[config.mk]
export PLATFORM = sky130hd
export DESIGN_NAME = burst_align_ctrl
export DESIGN_NICKNAME = d
export VERILOG_FILES = /design/src/rtl/burst_align_pkg.sv /design/src/rtl/line_size_sel.sv /design/src/rtl/xfer_tracker.sv /design/src/rtl/step_sizer.sv /design/src/rtl/burst_align_ctrl.sv
export SDC_FILE = /design/constraint.sdc
export NUM_CORES = 1
export LEC_CHECK = 0
export ABC_AREA = 1
export BUFFER_PORTS_ARGS = -buffer_cell sky130_fd_sc_hd__buf_2
export CORE_AREA = 5 5 140 108
export DETAILED_ROUTE_END_ITERATION = 16
export DIE_AREA = 0 0 145 113
export HOLD_SLACK_MARGIN = 0.12
export PLACE_DENSITY_LB_ADDON = 0.05
export SLEW_MARGIN = 20
export SYNTH_ARGS = -nofsm -noshare
export SYNTH_HDL_FRONTEND = slang
export SYNTH_HIERARCHICAL = 1
export SYNTH_SLANG_ARGS = --single-unit
[constraint.sdc]
create_clock -name clk -period 4.9 [get_ports clk]
set_input_delay 0.735 -clock clk [delete_from_list [all_inputs] [get_ports clk]]
set_output_delay 0.735 -clock clk [all_outputs]
set_load 0.01 [all_outputs]
[src/rtl/burst_align_pkg.sv]
package burst_align_pkg;

  typedef enum logic [1:0] {
    RD_NONE  = 2'd0,
    RD_PLAIN = 2'd1,
    RD_LINE  = 2'd2,
    RD_MULTI = 2'd3
  } rd_cmd_e;

  typedef enum logic [1:0] {
    WR_NONE  = 2'd0,
    WR_PLAIN = 2'd1,
    WR_INVAL = 2'd2
  } wr_cmd_e;

  // log2 of the setting rounded down to 2/4/8/16 dwords
  function automatic logic [2:0] round_line_log(input logic [7:0] cfg);
    if (cfg >= 8'd16)     return 3'd4;
    else if (cfg >= 8'd8) return 3'd3;
    else if (cfg >= 8'd4) return 3'd2;
    else                  return 3'd1;
  endfunction

  function automatic logic [2:0] burst_log(input logic [1:0] sel);
    return {1'b0, sel} + 3'd1;
  endfunction

  function automatic logic [2:0] effective_log(input logic [7:0] cfg, input logic [1:0] sel);
    logic [2:0] m;
    logic [2:0] r;
    m = burst_log(sel);
    if (cfg == 8'd0) return m;
    r = round_line_log(cfg);
    return (r < m) ? r : m;
  endfunction

  function automatic logic [4:0] log_to_dwords(input logic [2:0] lg);
    return 5'd1 << lg;
  endfunction

  // byte offset of an address inside a line of 2**lg dwords
  function automatic logic [5:0] line_offset(input logic [5:0] low, input logic [2:0] lg);
    logic [5:0] mask;
    mask = 6'((7'd4 << lg) - 7'd1);
    return low & mask;
  endfunction

  function automatic logic [4:0] step_dwords(input logic aligned, input logic boundary,
                                             input logic [2:0] line_lg, input logic [2:0] max_lg,
                                             input logic [31:0] rem);
    logic [4:0] lim;
    if (!aligned)      lim = log_to_dwords(max_lg);
    else if (boundary) lim = log_to_dwords(line_lg);
    else               lim = 5'd1;
    return (rem < {27'd0, lim}) ? rem[4:0] : lim;
  endfunction

  function automatic rd_cmd_e choose_rd(input logic active, input logic aligned, input logic boundary,
                                        input logic [4:0] n, input logic [4:0] line_dw,
                                        input logic en_line, input logic en_multi);
    if (!active) return RD_NONE;
    if (aligned && boundary && (n == line_dw) && en_line) return RD_LINE;
    if ((n > 5'd1) && en_multi) return RD_MULTI;
    return RD_PLAIN;
  endfunction

  function automatic wr_cmd_e choose_wr(input logic active, input logic aligned, input logic boundary,
                                        input logic [4:0] n, input logic [4:0] line_dw,
                                        input logic en_inval);
    if (!active) return WR_NONE;
    if (aligned && boundary && (n == line_dw) && en_inval) return WR_INVAL;
    return WR_PLAIN;
  endfunction

endpackage

[src/rtl/line_size_sel.sv]
module line_size_sel
  import burst_align_pkg::*;
(
  input  logic [7:0] cfg,
  input  logic [1:0] sel,
  output logic [2:0] eff_log,
  output logic [2:0] max_log
);
  always_comb begin
    eff_log = effective_log(cfg, sel);
    max_log = burst_log(sel);
  end
endmodule

[src/rtl/xfer_tracker.sv]
module xfer_tracker #(
  parameter int ADDR_W = 32,
  parameter int DW_W   = 14
) (
  input  logic              clk,
  input  logic              rst_n,
  input  logic              take,
  input  logic [ADDR_W-1:0] init_addr,
  input  logic [ADDR_W-1:0] init_dst,
  input  logic [DW_W-1:0]   init_dw,
  input  logic              init_align,
  input  logic [2:0]        init_line_log,
  input  logic [2:0]        init_max_log,
  input  logic              init_move,
  input  logic              init_write,
  input  logic              init_en_line,
  input  logic              init_en_multi,
  input  logic              init_en_inval,
  input  logic              fire,
  input  logic [4:0]        step_dw,
  output logic              busy,
  output logic [ADDR_W-1:0] cur_addr,
  output logic [ADDR_W-1:0] cur_dst,
  output logic [DW_W-1:0]   rem_dw,
  output logic              align_q,
  output logic [2:0]        line_log_q,
  output logic [2:0]        max_log_q,
  output logic              move_q,
  output logic              write_q,
  output logic              en_line_q,
  output logic              en_multi_q,
  output logic              en_inval_q
);
  localparam int STEP_B_W = 7;

  logic [STEP_B_W-1:0] step_bytes;
  logic                last_step;

  assign step_bytes = {step_dw, 2'b00};
  assign last_step  = (rem_dw == DW_W'(step_dw));

  always_ff @(posedge clk) begin
    if (!rst_n) begin
      busy       <= 1'b0;
      cur_addr   <= '0;
      cur_dst    <= '0;
      rem_dw     <= '0;
      align_q    <= 1'b0;
      line_log_q <= 3'd0;
      max_log_q  <= 3'd0;
      move_q     <= 1'b0;
      write_q    <= 1'b0;
      en_line_q  <= 1'b0;
      en_multi_q <= 1'b0;
      en_inval_q <= 1'b0;
    end else if (take) begin
      busy       <= (init_dw != '0);
      cur_addr   <= init_addr;
      cur_dst    <= init_dst;
      rem_dw     <= init_dw;
      align_q    <= init_align;
      line_log_q <= init_line_log;
      max_log_q  <= init_max_log;
      move_q     <= init_move;
      write_q    <= init_write;
      en_line_q  <= init_en_line;
      en_multi_q <= init_en_multi;
      en_inval_q <= init_en_inval;
    end else if (fire) begin
      cur_addr <= cur_addr + ADDR_W'(step_bytes);
      cur_dst  <= cur_dst + ADDR_W'(step_bytes);
      rem_dw   <= rem_dw - DW_W'(step_dw);
      if (last_step) busy <= 1'b0;
    end
  end
endmodule

[src/rtl/step_sizer.sv]
module step_sizer
  import burst_align_pkg::*;
#(
  parameter int DW_W = 14
) (
  input  logic            busy,
  input  logic [5:0]      addr_low,
  input  logic            align_q,
  input  logic [2:0]      line_log_q,
  input  logic [2:0]      max_log_q,
  input  logic [DW_W-1:0] rem_dw,
  input  logic            move_q,
  input  logic            write_q,
  input  logic            en_line_q,
  input  logic            en_multi_q,
  input  logic            en_inval_q,
  output logic            at_boundary,
  output logic [4:0]      line_dw,
  output logic [4:0]      n_dw,
  output rd_cmd_e         rd_cmd,
  output wr_cmd_e         wr_cmd
);
  logic [4:0] n_raw;
  logic       rd_side;
  logic       wr_side;

  always_comb begin
    at_boundary = (line_offset(addr_low, line_log_q) == 6'd0);
    line_dw     = log_to_dwords(line_log_q);
    n_raw       = step_dwords(align_q, at_boundary, line_log_q, max_log_q, 32'(rem_dw));
    n_dw        = busy ? n_raw : 5'd0;
    rd_side     = busy && (move_q || !write_q);
    wr_side     = busy && (move_q || write_q);
    rd_cmd      = choose_rd(rd_side, align_q, at_boundary, n_raw, line_dw, en_line_q, en_multi_q);
    wr_cmd      = choose_wr(wr_side, align_q, at_boundary, n_raw, line_dw, en_inval_q);
  end
endmodule

[src/rtl/burst_align_ctrl.sv]
module burst_align_ctrl
  import burst_align_pkg::*;
#(
  parameter int ADDR_W = 32,
  parameter int CNT_W  = 16
) (
  input  logic              clk,
  input  logic              rst_n,
  input  logic [7:0]        line_size_cfg,
  input  logic [1:0]        max_burst_sel,
  input  logic              en_line_read,
  input  logic              en_multi_read,
  input  logic              en_write_inval,
  input  logic              start,
  input  logic              start_move,
  input  logic              start_write,
  input  logic [ADDR_W-1:0] src_addr,
  input  logic [ADDR_W-1:0] dst_addr,
  input  logic [CNT_W-1:0]  byte_count,
  input  logic              xfer_done,
  output logic              req_valid,
  output logic [4:0]        req_dwords,
  output logic [ADDR_W-1:0] req_addr,
  output logic [ADDR_W-1:0] req_dst_addr,
  output logic [1:0]        req_rd_cmd,
  output logic [1:0]        req_wr_cmd,
  output logic              align_mode
);
  localparam int DW_W = CNT_W - 2;

  // configuration at start
  logic [2:0]      start_eff_log;
  logic [2:0]      start_max_log;
  logic [5:0]      src_off;
  logic [5:0]      dst_off;
  logic            offsets_match;
  logic            start_align;
  logic            take;
  logic [DW_W-1:0] start_dw;

  // running state and named events
  logic            busy;
  logic [DW_W-1:0] rem_dw;
  logic            align_q;
  logic [2:0]      line_log_q;
  logic [2:0]      max_log_q;
  logic            move_q;
  logic            write_q;
  logic            en_line_q;
  logic            en_multi_q;
  logic            en_inval_q;
  logic            at_boundary;
  logic [4:0]      line_dw;
  logic [4:0]      n_dw;
  logic            fire;
  rd_cmd_e         rd_cmd;
  wr_cmd_e         wr_cmd;

  line_size_sel u_size (
    .cfg     (line_size_cfg),
    .sel     (max_burst_sel),
    .eff_log (start_eff_log),
    .max_log (start_max_log)
  );

  assign src_off       = line_offset(src_addr[5:0], start_eff_log);
  assign dst_off       = line_offset(dst_addr[5:0], start_eff_log);
  assign offsets_match = (src_off == dst_off);
  assign start_align   = !start_move || offsets_match;
  assign take          = start && !busy;
  assign start_dw      = byte_count[CNT_W-1:2];
  assign fire          = busy && xfer_done;

  xfer_tracker #(.ADDR_W(ADDR_W), .DW_W(DW_W)) u_track (
    .clk           (clk),
    .rst_n         (rst_n),
    .take          (take),
    .init_addr     (src_addr),
    .init_dst      (dst_addr),
    .init_dw       (start_dw),
    .init_align    (start_align),
    .init_line_log (start_eff_log),
    .init_max_log  (start_max_log),
    .init_move     (start_move),
    .init_write    (start_write),
    .init_en_line  (en_line_read),
    .init_en_multi (en_multi_read),
    .init_en_inval (en_write_inval),
    .fire          (fire),
    .step_dw       (n_dw),
    .busy          (busy),
    .cur_addr      (req_addr),
    .cur_dst       (req_dst_addr),
    .rem_dw        (rem_dw),
    .align_q       (align_q),
    .line_log_q    (line_log_q),
    .max_log_q     (max_log_q),
    .move_q        (move_q),
    .write_q       (write_q),
    .en_line_q     (en_line_q),
    .en_multi_q    (en_multi_q),
    .en_inval_q    (en_inval_q)
  );

  step_sizer #(.DW_W(DW_W)) u_step (
    .busy        (busy),
    .addr_low    (req_addr[5:0]),
    .align_q     (align_q),
    .line_log_q  (line_log_q),
    .max_log_q   (max_log_q),
    .rem_dw      (rem_dw),
    .move_q      (move_q),
    .write_q     (write_q),
    .en_line_q   (en_line_q),
    .en_multi_q  (en_multi_q),
    .en_inval_q  (en_inval_q),
    .at_boundary (at_boundary),
    .line_dw     (line_dw),
    .n_dw        (n_dw),
    .rd_cmd      (rd_cmd),
    .wr_cmd      (wr_cmd)
  );

  assign req_valid  = busy;
  assign req_dwords = n_dw;
  assign req_rd_cmd = rd_cmd;
  assign req_wr_cmd = wr_cmd;
  assign align_mode = align_q;

endmodule

==> flow_summary.toml <==
[die]
design.portCount = 174
fp.dieArea_sq_mm = 0.01639
std_cell_rows = 37
y_dimension_of_the_die_um = 113
die_width_um = 145
start_util = 0.5395
core_area_sq_mm = 0.01356

[clocking]
cts_buffers = 9
tritoncts = "built"
post-cts-setup-buffer-count = 0
htreeDepth = 3
clock-sinks = 91
clk_path_buf_depth = 2
clock_insertion_delay_worst_skew_ps = 360
cell_at_the_root_of_the_clock_tree = "clkbuf_16"
clk_pin_slew_ps = 70

[min_path]
min_path_type = "reg2reg"
timing.hold.worst.start = "u_track/cur_dst[1]$_SDFFE_PN0P_"
hold_depth = 2
timing.hold.worst_endpoint = "u_track/cur_dst[1]$_SDFFE_PN0P_"

[global_route]
grt_start_max_net_pins = 61
via_count_of_the_first_global_routing_pass = 7497
grt_antenna_before_repair = 0
grt.overflow.total = 0
grt_pass1_wl_um = 37140
groute.usage.overall = 0.2678

[critical_path]
ff2ff_path_depth = 26
rr_startpoint = "u_track/line_log_q[0]$_SDFFE_PN0P_"
r2r-end = "u_track/cur_dst[8]$_SDFFE_PN0N_"
worstPathMaxFanout = 8
worst-setup-path-type = "reg2reg"
timing.critical_path.required_ps = 5100
cp-start-kind = "register"
worstPathArrival_ps = 4580
setup.worst_path.end_class = "register"
reg2reg_slack_ps = 520

[timing]
slew_viol_final = 0
finalClockSkew_ps = 7.300
setup-tns-final_ps = 0
rsz0062_at_grt = "no"
hold_violations = 0
fin_crit_ps = 4377
tightest_slew_ps = 1023
post-route-period-util = 0.8932
max_freq_ghz = 0.2285
finalSetupViolCount = 0
maxSlewHeadroom = 0.3166

[detailed_routing]
remaining_drc_errors = 0
wl_per_cell_um = 14.60
detail-route-antenna-nets = 0
vias = 8156
wl_final_um = 22000
post_drt_via_cell_ratio = 5.412
detailedRoute.firstIterationViolations = 719
firstDrtPassIters = 5

[placement]
weighted_congestion_at_the_end_of_routability_driven_global_placement = 0.9361
dpl_cell_area_sq_mm = 0.008259
io_buffers = 171
dp.cells = 1491
hpwl_um = 16360

[power]
power.ir.vdd_worst_mv = 0.2223
cellPowerDensity_mw_per_mm2 = 267.3
cellLeakagePower_nw = 4.185

[layout]
area_growth_from_synthesis_to_final_layout_pct = 17.40
finish.instance_area_sq_mm = 0.008592
fin_nets = 1451
layout-drive-gt1-share = 0.2140
finalNonFillerCells = 1507
insertedDiodeCount = 0

[synthesis]
syn_avg_cell_area_sq_um = 6.218
nets_in_the_synthesized_netlist = 1301
yosys_warnings = 6
syn_inst = 1177
summed_instance_area_of_the_synthesized_netlist_sq_mm = 0.007318

[outcome]
result_of_the_run = "finished clean"

[run]
max_cap_viol_count = 0
==> timing repair <==
item                       CTS  global route
setup endpoints to repair    0             1
gates resized for setup      0             1
hold buffers                 0             0
hold endpoints to repair     0             0
==> registers in the layout, indices dropped and copies added, names as in the netlist, 3 cells and up <==
signal / count
u_track/cur_dst: 32
u_track/line_log_q: 3
u_track/rem_dw: 14
u_track/max_log_q: 3
u_track/cur_addr: 32
==> worst max path at each step <==
stage | to | depth (start not counted) | startpoint | slack (ps)
after detailed placement | u_track/cur_dst[8]$_SDFFE_PN0N_ | 26 | u_track/line_log_q[2]$_SDFFE_PN0P_ | 600
final | u_track/cur_dst[8]$_SDFFE_PN0N_ | 26 | u_track/line_log_q[0]$_SDFFE_PN0P_ | 520
after global routing | u_track/rem_dw[11]$_SDFFE_PN0N_ | 27 | u_track/line_log_q[2]$_SDFFE_PN0P_ | 20
after global placement | u_track/cur_dst[8]$_SDFFE_PN0N_ | 26 | u_track/line_log_q[2]$_SDFFE_PN0P_ | 630
after CTS | u_track/cur_dst[8]$_SDFFE_PN0N_ | 26 | u_track/line_log_q[2]$_SDFFE_PN0P_ | 540
after floorplan | u_track/cur_addr[7]$_SDFFE_PN0N_ | 26 | u_track/line_log_q[2]$_SDFFE_PN0P_ | 1250
==> final cells by class <==
| cell class | count | area [sq um] |
|---|---|---|
| fill | 1382 | 4972 |
| tap | 175 | 219.0 |
| sequential | 91 | 1822 |
| clock inverter | 4 | 72.57 |
| inverter | 148 | 558.0 |
| multi-input combinational | 900 | 4763 |
| clock buffer | 12 | 256.5 |
| timing repair buffer | 177 | 900.9 |
==> layer usage <==
metal,track usage,part of all wire,vias to the layer above
met5,0,0,-
met4,0.06085,0.013,0
met3,0.06725,0.073,24
met2,0.4026,0.43,262
met1,0.3868,0.49,3683
li1,-,-,4187
==> placed cells by master, fill, tap and decap left out, types with 3 or more instances in the layout <==
cell and count:
a31oi_1 9, or2_2 8, buf_4 6, nand3_2 4
o31ai_1 3, nand3_1 129, nand2_4 4, clkbuf_16 9
and2_1 3, nand2_1 308, o21ai_1 3, o21ai_2 4
nand4_1 26, ha_1 22, xor2_1 11, nor2_2 18
a21oi_2 8, a32oi_1 3, nand3b_1 9, nor3_1 5
o21ai_0 31, a21o_1 7, nor2_1 111, a21oi_1 69
dfxtp_1 91, inv_1 137, nor2_4 10, inv_2 9
a22oi_1 58, nand2_2 19, fa_1 3, nor4_1 3
buf_2 171
==> metrics by stage <==
stage	total power [mW]	util	setup slack, ps	hold WS, ps
final	2.297	0.6334	523.3	501.0
after global routing	2.444	0.6334	20.26	517.5
after CTS	2.310	0.6332	540.7	500.8
after detailed placement	1.520	0.6089	603.0	482.8
after global placement	1.514	0.6089	628.6	473.8
after floorplan	1.316	-	1246	462.8
==> critical path, cell delays in order, from the launching register on <==
cell	delay [ps]
dfxtp_1	370
nand2_1	120
nand2_1	50
nand2_1	90
inv_1	50
nor2_1	150
nand2_1	70
nor2_1	220
a32oi_1	150
ha_1	220
nor4_1	150
o21ai_0	120
nor2_1	160
nand2_2	90
inv_4	120
nand2_8	80
nand2_1	80
nand2_1	90
nor2_1	470
ha_1	380
nand2_1	130
inv_1	60
nand3_1	80
nand2_1	220
or2_2	350
nand3_1	70
a21oi_1	70
==> power by group <==
group / switching, mW / internal, mW
sequential: 0.0797 / 0.795
clock: 0.308 / 0.474
combinational: 0.403 / 0.237
total: 0.790 / 1.51
(Power assumes the default switching activity.)
